<file path="src/rtl/idiv_pkg.sv">
// Shared types for the underflow interrupt divider.
// Assumes the configuration word layout given in the brief (bit0 enable .. bit3 polarity).
package idiv_pkg;

    localparam int CFG_W = 4;

    // Configuration word; first member is the most significant bit.
    typedef struct packed {
        logic fall_edge;   // bit3: 1 selects falling edge of reload control
        logic src_reload;  // bit2: 1 counts reload-control edges (extended mode)
        logic ext_mode;    // bit1: 1 selects the extended mode
        logic enable;      // bit0: counter active
    } idiv_cfg_t;

endpackage

</file>
<file path="src/rtl/idiv_cfg_reg.sv">
// Configuration register for the divider.
// Accepts a write only while the related timers are idle; a write at any
// other time is dropped. Reports accepted writes and the value that is in
// force after this cycle, so that a restart can use the new settings.
module idiv_cfg_reg
    import idiv_pkg::*;
(
    input  logic             clk,
    input  logic             rst_n,
    input  logic             cfg_we,
    input  logic             timers_idle,
    input  logic [CFG_W-1:0] cfg_wdata,
    output idiv_cfg_t        cfg_q,
    output idiv_cfg_t        cfg_next,
    output logic             cfg_acc
);

    // Write is accepted only when the timers are not running.
    always_comb begin
        cfg_acc  = cfg_we && timers_idle;
        cfg_next = cfg_acc ? idiv_cfg_t'(cfg_wdata) : cfg_q;
    end

    // Hold the configuration word.
    always_ff @(posedge clk) begin
        if (!rst_n) begin
            cfg_q <= '0;
        end else begin
            cfg_q <= cfg_next;
        end
    end

endmodule

</file>
<file path="src/rtl/idiv_evt_sel.sv">
// Event selector for the divider.
// Keeps a registered copy of the reload-control level and compares it with
// the live input to find edges. Picks underflows or the chosen edge
// according to the mode and source bits. Assumes tmr_uf is one cycle wide.
module idiv_evt_sel
    import idiv_pkg::*;
(
    input  logic      clk,
    input  logic      rst_n,
    input  logic      tmr_uf,
    input  logic      reload_ctl,
    input  idiv_cfg_t cfg_q,
    output logic      evt
);

    logic rc_q;
    logic rise_hit;
    logic fall_hit;
    logic edge_hit;
    logic use_edge;

    // Registered copy of the reload-control level.
    always_ff @(posedge clk) begin
        if (!rst_n) begin
            rc_q <= 1'b0;
        end else begin
            rc_q <= reload_ctl;
        end
    end

    // Edge detection and source choice.
    always_comb begin
        rise_hit = reload_ctl && !rc_q;
        fall_hit = !reload_ctl && rc_q;
        edge_hit = cfg_q.fall_edge ? fall_hit : rise_hit;
        use_edge = cfg_q.ext_mode && cfg_q.src_reload;
        evt      = cfg_q.enable && (use_edge ? edge_hit : tmr_uf);
    end

endmodule

</file>
<file path="src/rtl/idiv_divider.sv">
// Down-counter that divides selected events into an interrupt strobe.
// Holds the divide value, reloads on restart (first period one short when
// edge counting is selected), and emits a registered single-cycle strobe.
// Assumes restart has priority over an event in the same cycle.
module idiv_divider #(
    parameter int CNT_W = 8
) (
    input  logic             clk,
    input  logic             rst_n,
    input  logic             div_we,
    input  logic [CNT_W-1:0] div_wdata,
    input  logic             restart,
    input  logic             edge_mode_next,
    input  logic             evt,
    output logic             irq
);

    localparam logic [CNT_W-1:0] ONE = CNT_W'(1);

    logic [CNT_W-1:0] div_q;
    logic [CNT_W-1:0] div_next;
    logic [CNT_W-1:0] cnt_q;
    logic [CNT_W-1:0] period_len;
    logic [CNT_W-1:0] first_len;
    logic             last_evt;

    // A divide value of zero acts as one.
    function automatic logic [CNT_W-1:0] eff_div(input logic [CNT_W-1:0] v);
        return (v == '0) ? ONE : v;
    endfunction

    // Reload lengths for the running and the first period.
    always_comb begin
        div_next   = div_we ? div_wdata : div_q;
        period_len = eff_div(div_q);
        first_len  = eff_div(div_next);
        if (edge_mode_next && first_len > ONE) begin
            first_len = first_len - ONE;
        end
        last_evt = evt && (cnt_q <= ONE);
    end

    // Divide value, count and strobe registers.
    always_ff @(posedge clk) begin
        if (!rst_n) begin
            div_q <= '0;
            cnt_q <= ONE;
            irq   <= 1'b0;
        end else begin
            div_q <= div_next;
            irq   <= 1'b0;
            if (restart) begin
                cnt_q <= first_len;
            end else if (last_evt) begin
                cnt_q <= period_len;
                irq   <= 1'b1;
            end else if (evt) begin
                cnt_q <= cnt_q - ONE;
            end
        end
    end

endmodule

</file>
<file path="src/rtl/uf_irq_divider.sv">
// Top of the underflow interrupt divider.
// Connects the configuration register, event selector and divider.
// Assumes synchronous inputs and a one-cycle tmr_uf pulse per underflow.
module uf_irq_divider
    import idiv_pkg::*;
#(
    parameter int CNT_W = 8
) (
    input  logic             clk,
    input  logic             rst_n,
    input  logic             tmr_uf,
    input  logic             reload_ctl,
    input  logic             timers_idle,
    input  logic             cfg_we,
    input  logic [CFG_W-1:0] cfg_wdata,
    input  logic             div_we,
    input  logic [CNT_W-1:0] div_wdata,
    output logic             irq
);

    idiv_cfg_t cfg_q;
    idiv_cfg_t cfg_next;
    logic      cfg_acc;
    logic      evt;
    logic      restart;
    logic      edge_mode_next;

    // Restart sources and the source mode that applies after this cycle.
    always_comb begin
        restart        = cfg_acc || div_we;
        edge_mode_next = cfg_next.ext_mode && cfg_next.src_reload;
    end

    idiv_cfg_reg u_cfg (
        .clk         (clk),
        .rst_n       (rst_n),
        .cfg_we      (cfg_we),
        .timers_idle (timers_idle),
        .cfg_wdata   (cfg_wdata),
        .cfg_q       (cfg_q),
        .cfg_next    (cfg_next),
        .cfg_acc     (cfg_acc)
    );

    idiv_evt_sel u_sel (
        .clk        (clk),
        .rst_n      (rst_n),
        .tmr_uf     (tmr_uf),
        .reload_ctl (reload_ctl),
        .cfg_q      (cfg_q),
        .evt        (evt)
    );

    idiv_divider #(
        .CNT_W (CNT_W)
    ) u_div (
        .clk            (clk),
        .rst_n          (rst_n),
        .div_we         (div_we),
        .div_wdata      (div_wdata),
        .restart        (restart),
        .edge_mode_next (edge_mode_next),
        .evt            (evt),
        .irq            (irq)
    );

endmodule

</file>
<file path="config.mk">
export PLATFORM = sky130hd
export DESIGN_NAME = uf_irq_divider
export DESIGN_NICKNAME = d
export VERILOG_FILES = /design/src/rtl/idiv_pkg.sv /design/src/rtl/idiv_cfg_reg.sv /design/src/rtl/idiv_evt_sel.sv /design/src/rtl/idiv_divider.sv /design/src/rtl/uf_irq_divider.sv
export SDC_FILE = /design/constraint.sdc
export NUM_CORES = 1
export LEC_CHECK = 0
export BUFFER_PORTS_ARGS = -buffer_cell sky130_fd_sc_hd__buf_2
export CORE_ASPECT_RATIO = 0.8
export CORE_MARGIN = 3
export CORE_UTILIZATION = 50
export DETAILED_ROUTE_END_ITERATION = 8
export PLACE_DENSITY = 0.72
export SLEW_MARGIN = 15
export SYNTH_ARGS = -nofsm -noshare
export SYNTH_HDL_FRONTEND = slang
export SYNTH_SLANG_ARGS = --single-unit
</file>
<file path="constraint.sdc">
create_clock -name clk -period 3 [get_ports clk]
set_input_delay 0.6 -clock clk [delete_from_list [all_inputs] [get_ports clk]]
set_output_delay 0.6 -clock clk [all_outputs]
set_load 0.01 [all_outputs]
</file>
==> results of run 1 <==
## flip-flops by register name (all words and copies together) (netlist names)
register     cells
u_div.cnt_q      8
u_cfg.cfg_q      4
u_sel.rc_q       1
u_div.irq        1
u_div.div_q      8
## critical path, cell delays in order
cell and delay (ns):
buf_2 0.36, nor4b_2 0.39, o22ai_2 0.19, o21ai_1 0.25, ha_1 0.19, nor2_1 0.04, o21ai_1 0.20, mux2_2 0.36
o22ai_1 0.11
## kinds of logic after synthesis
| family | share of synthesized area |
|---|---|
| buf+inv | 0.0495 |
| compound gates | 0.219 |
| xor+xnor | 0.0359 |
| flops | 0.301 |
| mux | 0.0845 |
| simple gates | 0.276 |
| fa+ha+maj | 0.0342 |
## layer usage
| metal | share of wire | track usage | up-vias |
|---|---|---|---|
| met5 | 0 | 0 | - |
| met4 | 0.0029 | 0.0405 | 0 |
| met3 | 0.069 | 0.0493 | 2 |
| met2 | 0.47 | 0.353 | 41 |
| met1 | 0.46 | 0.274 | 623 |
| li1 | - | - | 648 |
## worst max-delay path by stage
stage,from,end,depth (start not counted)
2_1_floorplan,div_we,u_div.cnt_q[1]$_SDFFE_PN0P_,9
3_3_place_gp,div_we,u_div.cnt_q[1]$_SDFFE_PN0P_,9
3_5_place_dp,div_we,u_div.cnt_q[1]$_SDFFE_PN0P_,9
4_1_cts,div_we,u_div.cnt_q[1]$_SDFFE_PN0P_,9
5_1_grt,div_we,u_div.cnt_q[1]$_SDFFE_PN0P_,9
6_report,div_we,u_div.cnt_q[1]$_SDFFE_PN0P_,9
## stage by stage
step           setup slack [ns]  instances  utilization  area (um2)
3_5_place_dp              0.259        219        0.600        1570
3_3_place_gp              0.380        219        0.600        1570
4_1_cts                   0.533        222        0.616        1620
5_1_grt                   0.310        222        0.616        1620
2_1_floorplan             0.709        168            -        1470
6_report                  0.504        222        0.616        1620
## layout make-up
cell class / instances / area (um2) / area share
sequential: 22 / 440 / 0.273
inverter: 7 / 26.3 / 0.0163
tap: 36 / 45.0 / 0.0279
clock buffer: 3 / 41.3 / 0.0256
multi-input combinational: 133 / 952 / 0.589
timing repair buffer: 21 / 110 / 0.0682
## cell usage in the layout (no fill, tap or decap), drive strengths merged, types with 4 or more instances in the layout
cell type  netlist  final
dfxtp           22     22
xnor2            4      4
ha               4      4
nand2           15     15
nand3            7      7
nor4             5      5
nor2            12     12
o21ai            8      8
a21oi           10     10
inv              7      7
nor3             7      7
a21boi           4      4
nor2b            8      8
buf              4     21
mux2i           10     10
## power by group through the flow
stage                     clock [mW]  sequential [mW]  combinational (mW)
final                          0.187            0.333               0.173
after global routing           0.198            0.336               0.192
after global placement             0            0.340               0.166
after floorplan                    0            0.333               0.131
after detailed placement           0            0.340               0.171
after CTS                      0.188            0.333               0.173
==> out/metrics.yaml, run 1 <==
grt_usage: 0.208
postCtsResizedCells: 0
regToRegEndpoint: "u_div.cnt_q[1]$_SDFFE_PN0P_"
reg2reg_from: "u_div.div_q[6]$_SDFF_PN0_"
tns_ns: 0
io_buffers: 19
fmax_mhz: 401
synth_most_common_cell: "dfxtp_1"
comb_power_share: 0.249
fillerInstances: 225
totalPowerFinal_mw: 0.693
cts_tree: "done"
p_int_mw: 0.476
ff2ff_path_depth: 8
clk_pin_slew_ns: 0.08
timing.final.crit_share: 0.832
ir_worst_vdd_v: 0.000209
die_y_um: 54.4
synth_area_leader_cell: "dfxtp_1"
netlist-cell-type-count: 50
sw_frac_of_total: 0.312
grt_pass1_wl_um: 5690
startpoint_type: "primary input"
synth-seq-cells: 22
layout-drive-gt1-share: 0.210
grt_max_degree: 22
worst_pin_slew_ns: 0.752
die_w_um: 66.5
cts-buffers-inserted: 3
routed_wl_um: 3420
yosys.area.top_type_share: 0.301
antenna_found_initial: 0
cts_hold_buffers: 0
hp-start: "u_cfg.cfg_q[3]$_SDFFE_PN0P_"
synth_edf_count: 0
power_frac_seq: 0.481
cts-root-buf: "clkbuf_8"
fin_crit_ns: 2.50
yosys_warnings: 0
antenna_left: 0
start_util: 0.559
hold_viol: 0
maxSlewViolCount: 0
async_reset_ff_frac: 0
dp_hpwl_um: 2580
synth_ff_type: "dfxtp_1"
nets: 211
die_area_um2: 3620
finalSetupViolCount: 0
clock_sinks: 22
core-area_um2: 2620
synthTopCellsByCount: "dfxtp_1 (22), nand2_1 (13), nor2_1 (12)"
cp-end-kind: "flip-flop"
clk_latency_ns: 0.26
drt_iter0_drc: 120
drv_cap: 0
place_congestion: 0.880
net-switching-power_mw: 0.216
post_cts_buffers: 0
skew_ns: 0.00324
min_path_cells: 2
clockBufferDepth: 2
slew_headroom: 0.497
pwr-share-clk: 0.269
crit_fanout: 20
firstDrtPassIters: 4
crit_type: "primary input to flip-flop"
syn_to_final_growth_pct: 10.2
n_antenna_cell: 0
crit_required_ns: 3.19
r2r_slack_ns: 0.89
rsz0062_at_grt: "no"
wl_per_cell_um: 15.4
holdWs_ns: 0.507
globalRouteOverflowTotal: 0
p_leak_nw: 0.637
hold_path.class: "flip-flop to flip-flop"
syn_inst: 168
yosysSeqAreaShare: 0.301
power_density_nw_per_um2: 429
io_pins: 20
min_to: "u_cfg.cfg_q[3]$_SDFFE_PN0P_"
placementRows: 16
syn_nets: 191
viasPerCell: 5.92
grt_pass1_vias: 1214
syn_area_um2: 1470
crit_arrival_ns: 2.69
post-route-drc-count: 0
synth_area_per_cell_um2: 8.72
htreeDepth: 1
vias: 1314
ys_top_cells_by_area: "dfxtp_1 (30%), mux2i_1 (6.1%), a21oi_1 (3.4%)"
outcome: "completed"
No activity file was read; power rests on OpenSTA's default activity.
==> run 2: changes to the inputs <==
--- a/config.mk
+++ b/config.mk
@@ -5,12 +5,13 @@
 export SDC_FILE = /design/constraint.sdc
 export NUM_CORES = 1
 export LEC_CHECK = 0
+export ABC_AREA = 1
 export BUFFER_PORTS_ARGS = -buffer_cell sky130_fd_sc_hd__buf_2
 export CORE_ASPECT_RATIO = 0.8
 export CORE_MARGIN = 3
 export CORE_UTILIZATION = 50
 export DETAILED_ROUTE_END_ITERATION = 8
-export PLACE_DENSITY = 0.72
+export PLACE_DENSITY = 0.71
 export SLEW_MARGIN = 15
 export SYNTH_ARGS = -nofsm -noshare
 export SYNTH_HDL_FRONTEND = slang
==> constraint.sdc (replaced) <==
create_clock -name clk -period 2.4 [get_ports clk]
set_input_delay 0.48 -clock clk [delete_from_list [all_inputs] [get_ports clk]]
set_output_delay 0.48 -clock clk [all_outputs]
set_load 0.01 [all_outputs]
==> out/metrics.yaml, run 2 <==
viasPerCell: 5.01  # -15%
clockBufferDepth: 2  # unchanged
vias: 1632  # +24%
hold_viol: 0  # unchanged
wl_per_cell_um: 12.3  # -20%
synth_area_per_cell_um2: 6.14  # -30%
slew_headroom: 0.674  # +0.177
routed_wl_um: 4000  # +17%
syn_area_um2: 1580  # +7.7%
fin_ws_ns: 0.249  # -0.255 ns
multi_input_area_um2: 952  # unchanged
firstDrtPassIters: 5  # +1
dp_hpwl_um: 3240  # +26%
synth_most_common_cell: "nand2_1"
clk_latency_ns: 0.27  # about the same
finalSetupViolCount: 0  # unchanged
fillerInstances: 279  # +24%
cts-root-buf: "clkbuf_8"
synth-seq-cells: 22  # unchanged
fin_crit_ns: 2.15
crit_type: "primary input to flip-flop"
worst_pin_slew_ns: 0.488  # -0.264 ns
nets: 312  # +48%
yosysSeqAreaShare: 0.279  # -0.0215
outcome: "completed"
place_congestion: 0.929  # +5.5%
grt_max_degree: 16  # -27%
antenna_left: 0  # unchanged
timing.final.crit_share: 0.896
hold_path.class: "primary input to flip-flop"
startpoint_type: "primary input"
start_util: 0.545  # -0.0133
core-area_um2: 2890  # +10%
syn_to_final_growth_pct: 17.5
tns_ns: 0  # unchanged
synth_ff_type: "dfxtp_1"
crit_arrival_ns: 2.28  # -0.41 ns
yosys.area.top_type_share: 0.279  # -0.0215
syn_nets: 280  # +47%
placementRows: 17  # +1
die_area_um2: 3870  # +6.9%
holdWs_ns: 0.402  # -0.105 ns
netlist-cell-type-count: 28  # -44%
ys_top_cells_by_area: "dfxtp_1 (28%), nand2_1 (13%), inv_1 (10%)"
regArea_um2: 440  # unchanged
crit_fanout: 13  # -35%
post-route-drc-count: 0  # unchanged
top_regs: "u_div.cnt_q (8), u_div.div_q (8), u_cfg.cfg_q (4)"
syn_inst: 257  # +53%
cts_tree: "done"
totalPowerFinal_mw: 1.06  # +53%
io_pins: 20  # unchanged
clock_sinks: 22  # unchanged
cts-buffers-inserted: 3  # unchanged
grt_pass1_wl_um: 6700  # +18%
layout-drive-gt1-share: 0.215  # +0.00560
fmax_mhz: 465
die_y_um: 56.2  # +3.4%
n_antenna_cell: 0  # unchanged
synth_edf_count: 0  # unchanged
synth_area_leader_cell: "dfxtp_1"
final_cell_count_no_fill: 326  # +47%
htreeDepth: 1  # unchanged
grt_usage: 0.228  # +0.0201
grt_pass1_vias: 1464  # +21%
synthTopCellsByCount: "nand2_1 (56), inv_1 (42), nor2_1 (34)"
yosys_warnings: 0  # unchanged
crit_required_ns: 2.53  # -0.66 ns
globalRouteOverflowTotal: 0  # unchanged
mostFrequentLayoutCells: "nand2_1 (56), inv_1 (42), nor2_1 (34), a21oi_1 (23), dfxtp_1 (22)"
clk_pin_slew_ns: 0.09  # about the same
postCtsResizedCells: 0  # unchanged
drt_iter0_drc: 136  # +13%
async_reset_ff_frac: 0  # unchanged
dp_slack_ns: -0.00780  # -0.267 ns
dpl.cell_count: 322  # +47%
final_common_cell: "nand2_1"
maxSlewViolCount: 0  # unchanged
rsz0062_at_grt: "no"
antenna_found_initial: 0  # unchanged
power_density_nw_per_um2: 572  # +33%
cts_hold_buffers: 0  # unchanged
ir_worst_vdd_v: 0.000395  # +89%
drv_cap: 0  # unchanged
skew_ns: 0.00818  # +0.00494 ns
p_leak_nw: 0.947  # +49%
post_cts_buffers: 0  # unchanged
die_w_um: 68.8  # +3.4%
cp-end-kind: "flip-flop"
io_buffers: 19  # unchanged
-- run 2: cell count changes after synthesis, sizes merged, moves of 4 or more --
cell	before	now
a21boi	4	0
a21oi	10	24
inv	7	44
mux2i	10	1
nand2	15	73
nand3	7	20
nor2	12	40
nor2b	8	0
nor4	5	1
o21ai	8	15
-- run 2: worst max-delay path, stage by stage --
cell	delay (ns)
buf_2	0.18
inv_2	0.17
nand2_1	0.10
nand2_2	0.10
nand2_2	0.08
nor2_4	0.10
nand2_2	0.07
nand2_4	0.07
inv_2	0.04
ha_1	0.18
nor2_1	0.11
nor2_1	0.07
nand2_2	0.08
nand2_4	0.07
nor2_2	0.14
nand3_1	0.09
nand3_1	0.09
a21oi_1	0.07
-- run 2: final cells by class --
class,count,area share
multi-input cells,188,0.513
clock buffers,3,0.0223
clock inverters,1,0.0162
inverters,44,0.0891
well taps,38,0.0256
repair buffers,30,0.0958
flip-flops and latches,22,0.238
-- run 2: logic make-up (layout without fill, tap and decap cells) --
| group | Yosys count | after routing | share of synthesized area |
|---|---|---|---|
| XOR/XNOR | 2 | 2 | 0.0111 |
| adder cells (fa/ha/maj) | 4 | 4 | 0.0317 |
| flip-flops | 22 | 22 | 0.279 |
| buffers and inverters | 47 | 78 | 0.117 |
| AO/OA/AOI/OAI | 41 | 41 | 0.138 |
| AND/OR/NAND/NOR | 140 | 140 | 0.416 |
| multiplexers | 1 | 1 | 0.00634 |
-- run 2: stage by stage --
step,area [um2],utilization
detailed placement,1780,0.616
CTS,1850,0.641
finish,1850,0.641
global placement,1780,0.616
floorplan,1580,-
global route,1850,0.641
-- run 2: path summary, 6_finish.rpt --
check | cells after the start | end | slack (ns) | start
max | 18 | u_div.cnt_q[7]$_SDFFE_PN0P_ | 0.25 | div_we
min | 3 | u_sel.rc_q$_SDFF_PN0_ | 0.40 | reload_ctl
max reg2reg | 17 | u_div.cnt_q[7]$_SDFFE_PN0P_ | 0.42 | u_div.div_q[7]$_SDFF_PN0_
min reg2reg | 2 | u_cfg.cfg_q[0]$_SDFFE_PN0P_ | 0.47 | u_cfg.cfg_q[0]$_SDFFE_PN0P_
-- run 2: routing by layer --
metal  wire length [um]  vias to the layer above  global-route usage
met1               2070                      704               0.356
li1                   -                      865                   -
met3                311                        6              0.0545
met4                 50                        0              0.0417
met2               1570                       57               0.314
met5                  0                        -                   0
-- run 2: where the power goes --
part / leakage (nW) / total [mW] / internal, mW / switching, mW
clock network: 0.0357 / 0.352 / 0.223 / 0.129
logic: 0.729 / 0.295 / 0.112 / 0.183
registers: 0.182 / 0.413 / 0.392 / 0.0213
==> run 3: changes to the inputs <==
--- a/config.mk
+++ b/config.mk
@@ -15,4 +15,5 @@
 export SLEW_MARGIN = 15
 export SYNTH_ARGS = -nofsm -noshare
 export SYNTH_HDL_FRONTEND = slang
+export SYNTH_HIERARCHICAL = 1
 export SYNTH_SLANG_ARGS = --single-unit
==> constraint.sdc (replaced) <==
create_clock -name clk -period 2.7 [get_ports clk]
set_input_delay 0.54 -clock clk [delete_from_list [all_inputs] [get_ports clk]]
set_output_delay 0.54 -clock clk [all_outputs]
set_load 0.01 [all_outputs]
==> out/metrics.yaml, run 3 <==
outcome: "completed"
power_frac_seq: 0.452  # +0.062
placementRows: 17  # unchanged
syn_area_um2: 1630  # +3.6%
grt_usage: 0.208  # -0.0201
crit_type: "primary input to flip-flop"
fillerInstances: 288  # +3.2%
io_pins: 20  # unchanged
cts_tree: "done"
syn_to_final_growth_pct: 12.1
syn_nets: 287  # +2.5%
hold_path.class: "primary input to flip-flop"
skew_ns: 0.00168  # -0.00650 ns
die_area_um2: 3990  # +3.2%
htreeDepth: 1  # unchanged
drt_iter0_drc: 166  # +22%
finalSetupViolCount: 0  # unchanged
vias: 1684  # +3.2%
routed_wl_um: 3980  # -0.52%
cts-buffers-inserted: 3  # unchanged
clockBufferDepth: 2  # unchanged
n_antenna_cell: 0  # unchanged
sw_frac_of_total: 0.338  # +0.0234
antenna_found_initial: 0  # unchanged
clk_latency_ns: 0.26  # about the same
syn_inst: 264  # +2.7%
hp-start: "reload_ctl"
p_leak_nw: 0.949  # +0.16%
crit_arrival_ns: 2.53  # +0.25 ns
hold_viol: 0  # unchanged
layout-drive-gt1-share: 0.198  # -0.0174
power_density_nw_per_um2: 449  # -21%
cts-root-buf: "clkbuf_8"
grt_pass1_wl_um: 6730  # +0.52%
ff2ff_path_depth: 16  # -1
place_congestion: 0.928  # -0.11%
nets: 313  # +0.32%
rsz0062_at_grt: "no"
synth_area_per_cell_um2: 6.19  # +0.82%
pwr-share-clk: 0.245  # -0.087
grt_pass1_vias: 1464  # unchanged
grt_max_degree: 16  # unchanged
final_common_cell: "nand2_1"
tns_ns: 0  # unchanged
wl_per_cell_um: 12.2  # -0.52%
globalRouteOverflowTotal: 0  # unchanged
maxSlewViolCount: 0  # unchanged
drv_cap: 0  # unchanged
min_to: "u_sel/rc_q$_SDFF_PN0_"
wl_met1_um: 1990  # -3.6%
startpoint_type: "primary input"
min_path_cells: 3  # unchanged
cts_hold_buffers: 0  # unchanged
regToRegEndpoint: "u_div/cnt_q[6]$_SDFFE_PN0P_"
final_core_util: 0.624  # -0.0170
antenna_left: 0  # unchanged
die_y_um: 57.1  # +1.6%
mostFrequentLayoutCells: "nand2_1 (56), inv_1 (49), nor2_1 (29), dfxtp_1 (22)"
cp-end-kind: "flip-flop"
multi_input_area_um2: 971  # +2.0%
p_int_mw: 0.545  # -25%
crit_required_ns: 2.85  # +0.32 ns
clock_sinks: 22  # unchanged
fin_crit_ns: 2.38
regArea_um2: 440  # unchanged
highest_layer: "met4"
clk_pin_slew_ns: 0.07  # -0.02 ns
post_cts_buffers: 0  # unchanged
yosys_warnings: 6  # +6
reg2reg_from: "u_div/div_q[4]$_SDFF_PN0_"
ir_worst_vdd_v: 0.000252  # -36%
net-switching-power_mw: 0.278  # -17%
timing.final.crit_share: 0.883
comb_power_share: 0.303  # +0.025
start_util: 0.557  # +0.0113
wl_met2_um: 1630  # +3.6%
top_regs: "u_div/cnt_q (8), u_div/div_q (8), u_cfg/cfg_q (4)"
io_buffers: 19  # unchanged
postCtsResizedCells: 0  # unchanged
r2r_slack_ns: 0.53  # +0.11 ns
firstDrtPassIters: 4  # -1
die_w_um: 69.9  # +1.6%
viasPerCell: 5.17  # +3.2%
post-route-drc-count: 0  # unchanged
wl_met3_um: 277  # -11%
dp_hpwl_um: 3190  # -1.8%
crit_fanout: 15  # +2
worst_pin_slew_ns: 0.374  # -0.114 ns
core-area_um2: 2940  # +1.5%
fmax_mhz: 420
slew_headroom: 0.750  # +0.0753
## run 3: power by group through the flow
stage	Clock (mW)	Sequential (mW)	Combinational, mW
finish	0.202	0.372	0.250
global route	0.222	0.376	0.283
CTS	0.209	0.371	0.247
detailed placement	0	0.379	0.245
global placement	0	0.379	0.245
floorplan	0	0.372	0.181
## run 3: metrics by stage
| step | setup WS, ns | cell area, um2 | cells | hold slack [ns] | power (mW) |
|---|---|---|---|---|---|
| floorplan | 0.509 | 1630 | 264 | 0.492 | 0.554 |
| global placement | 0.114 | 1790 | 323 | 0.519 | 0.624 |
| detailed placement | 0.0966 | 1790 | 323 | 0.523 | 0.624 |
| CTS | 0.365 | 1830 | 326 | 0.480 | 0.828 |
| global route | 0.135 | 1830 | 326 | 0.479 | 0.881 |
| finish | 0.316 | 1830 | 326 | 0.481 | 0.823 |
## run 3: area by class of cell
class	instances	area share
Inverter	53	0.109
Sequential cell	22	0.240
Tap cell	38	0.0260
Multi-Input combinational cell	186	0.530
Timing Repair Buffer	24	0.0724
Clock buffer	3	0.0225
## run 3: worst max-delay path by stage
| stage | slack (ns) | depth (start not counted) | to | start |
|---|---|---|---|---|
| after CTS | 0.36 | 17 | u_div/cnt_q[6]$_SDFFE_PN0P_ | div_we |
| after detailed placement | 0.1 | 17 | u_div/cnt_q[6]$_SDFFE_PN0P_ | div_we |
| after floorplan | 0.51 | 18 | u_div/cnt_q[5]$_SDFFE_PN0P_ | div_we |
| after global routing | 0.13 | 17 | u_div/cnt_q[6]$_SDFFE_PN0P_ | div_we |
| final | 0.32 | 17 | u_div/cnt_q[6]$_SDFFE_PN0P_ | div_we |
| after global placement | 0.11 | 18 | u_div/cnt_q[4]$_SDFFE_PN0P_ | div_we |
## run 3: worst max-delay path, stage by stage
cell and delay, ns:
buf_2 0.19, inv_2 0.17, nand2_1 0.09, nand2_2 0.10
nand2_2 0.07, nor2_4 0.14, nand2_2 0.09, nand2_4 0.09
inv_2 0.05, ha_1 0.19, nor2_1 0.09, nand3b_1 0.12
nor2_1 0.06, nor2_2 0.19, nor2_1 0.06, o21ai_0 0.20
a21oi_1 0.09
## run 3: per-layer routing
layer | GRT usage | up-vias
met5 | 0 | -
met4 | 0.0464 | 0
li1 | - | 872
met2 | 0.314 | 63
met3 | 0.0440 | 10
met1 | 0.305 | 739
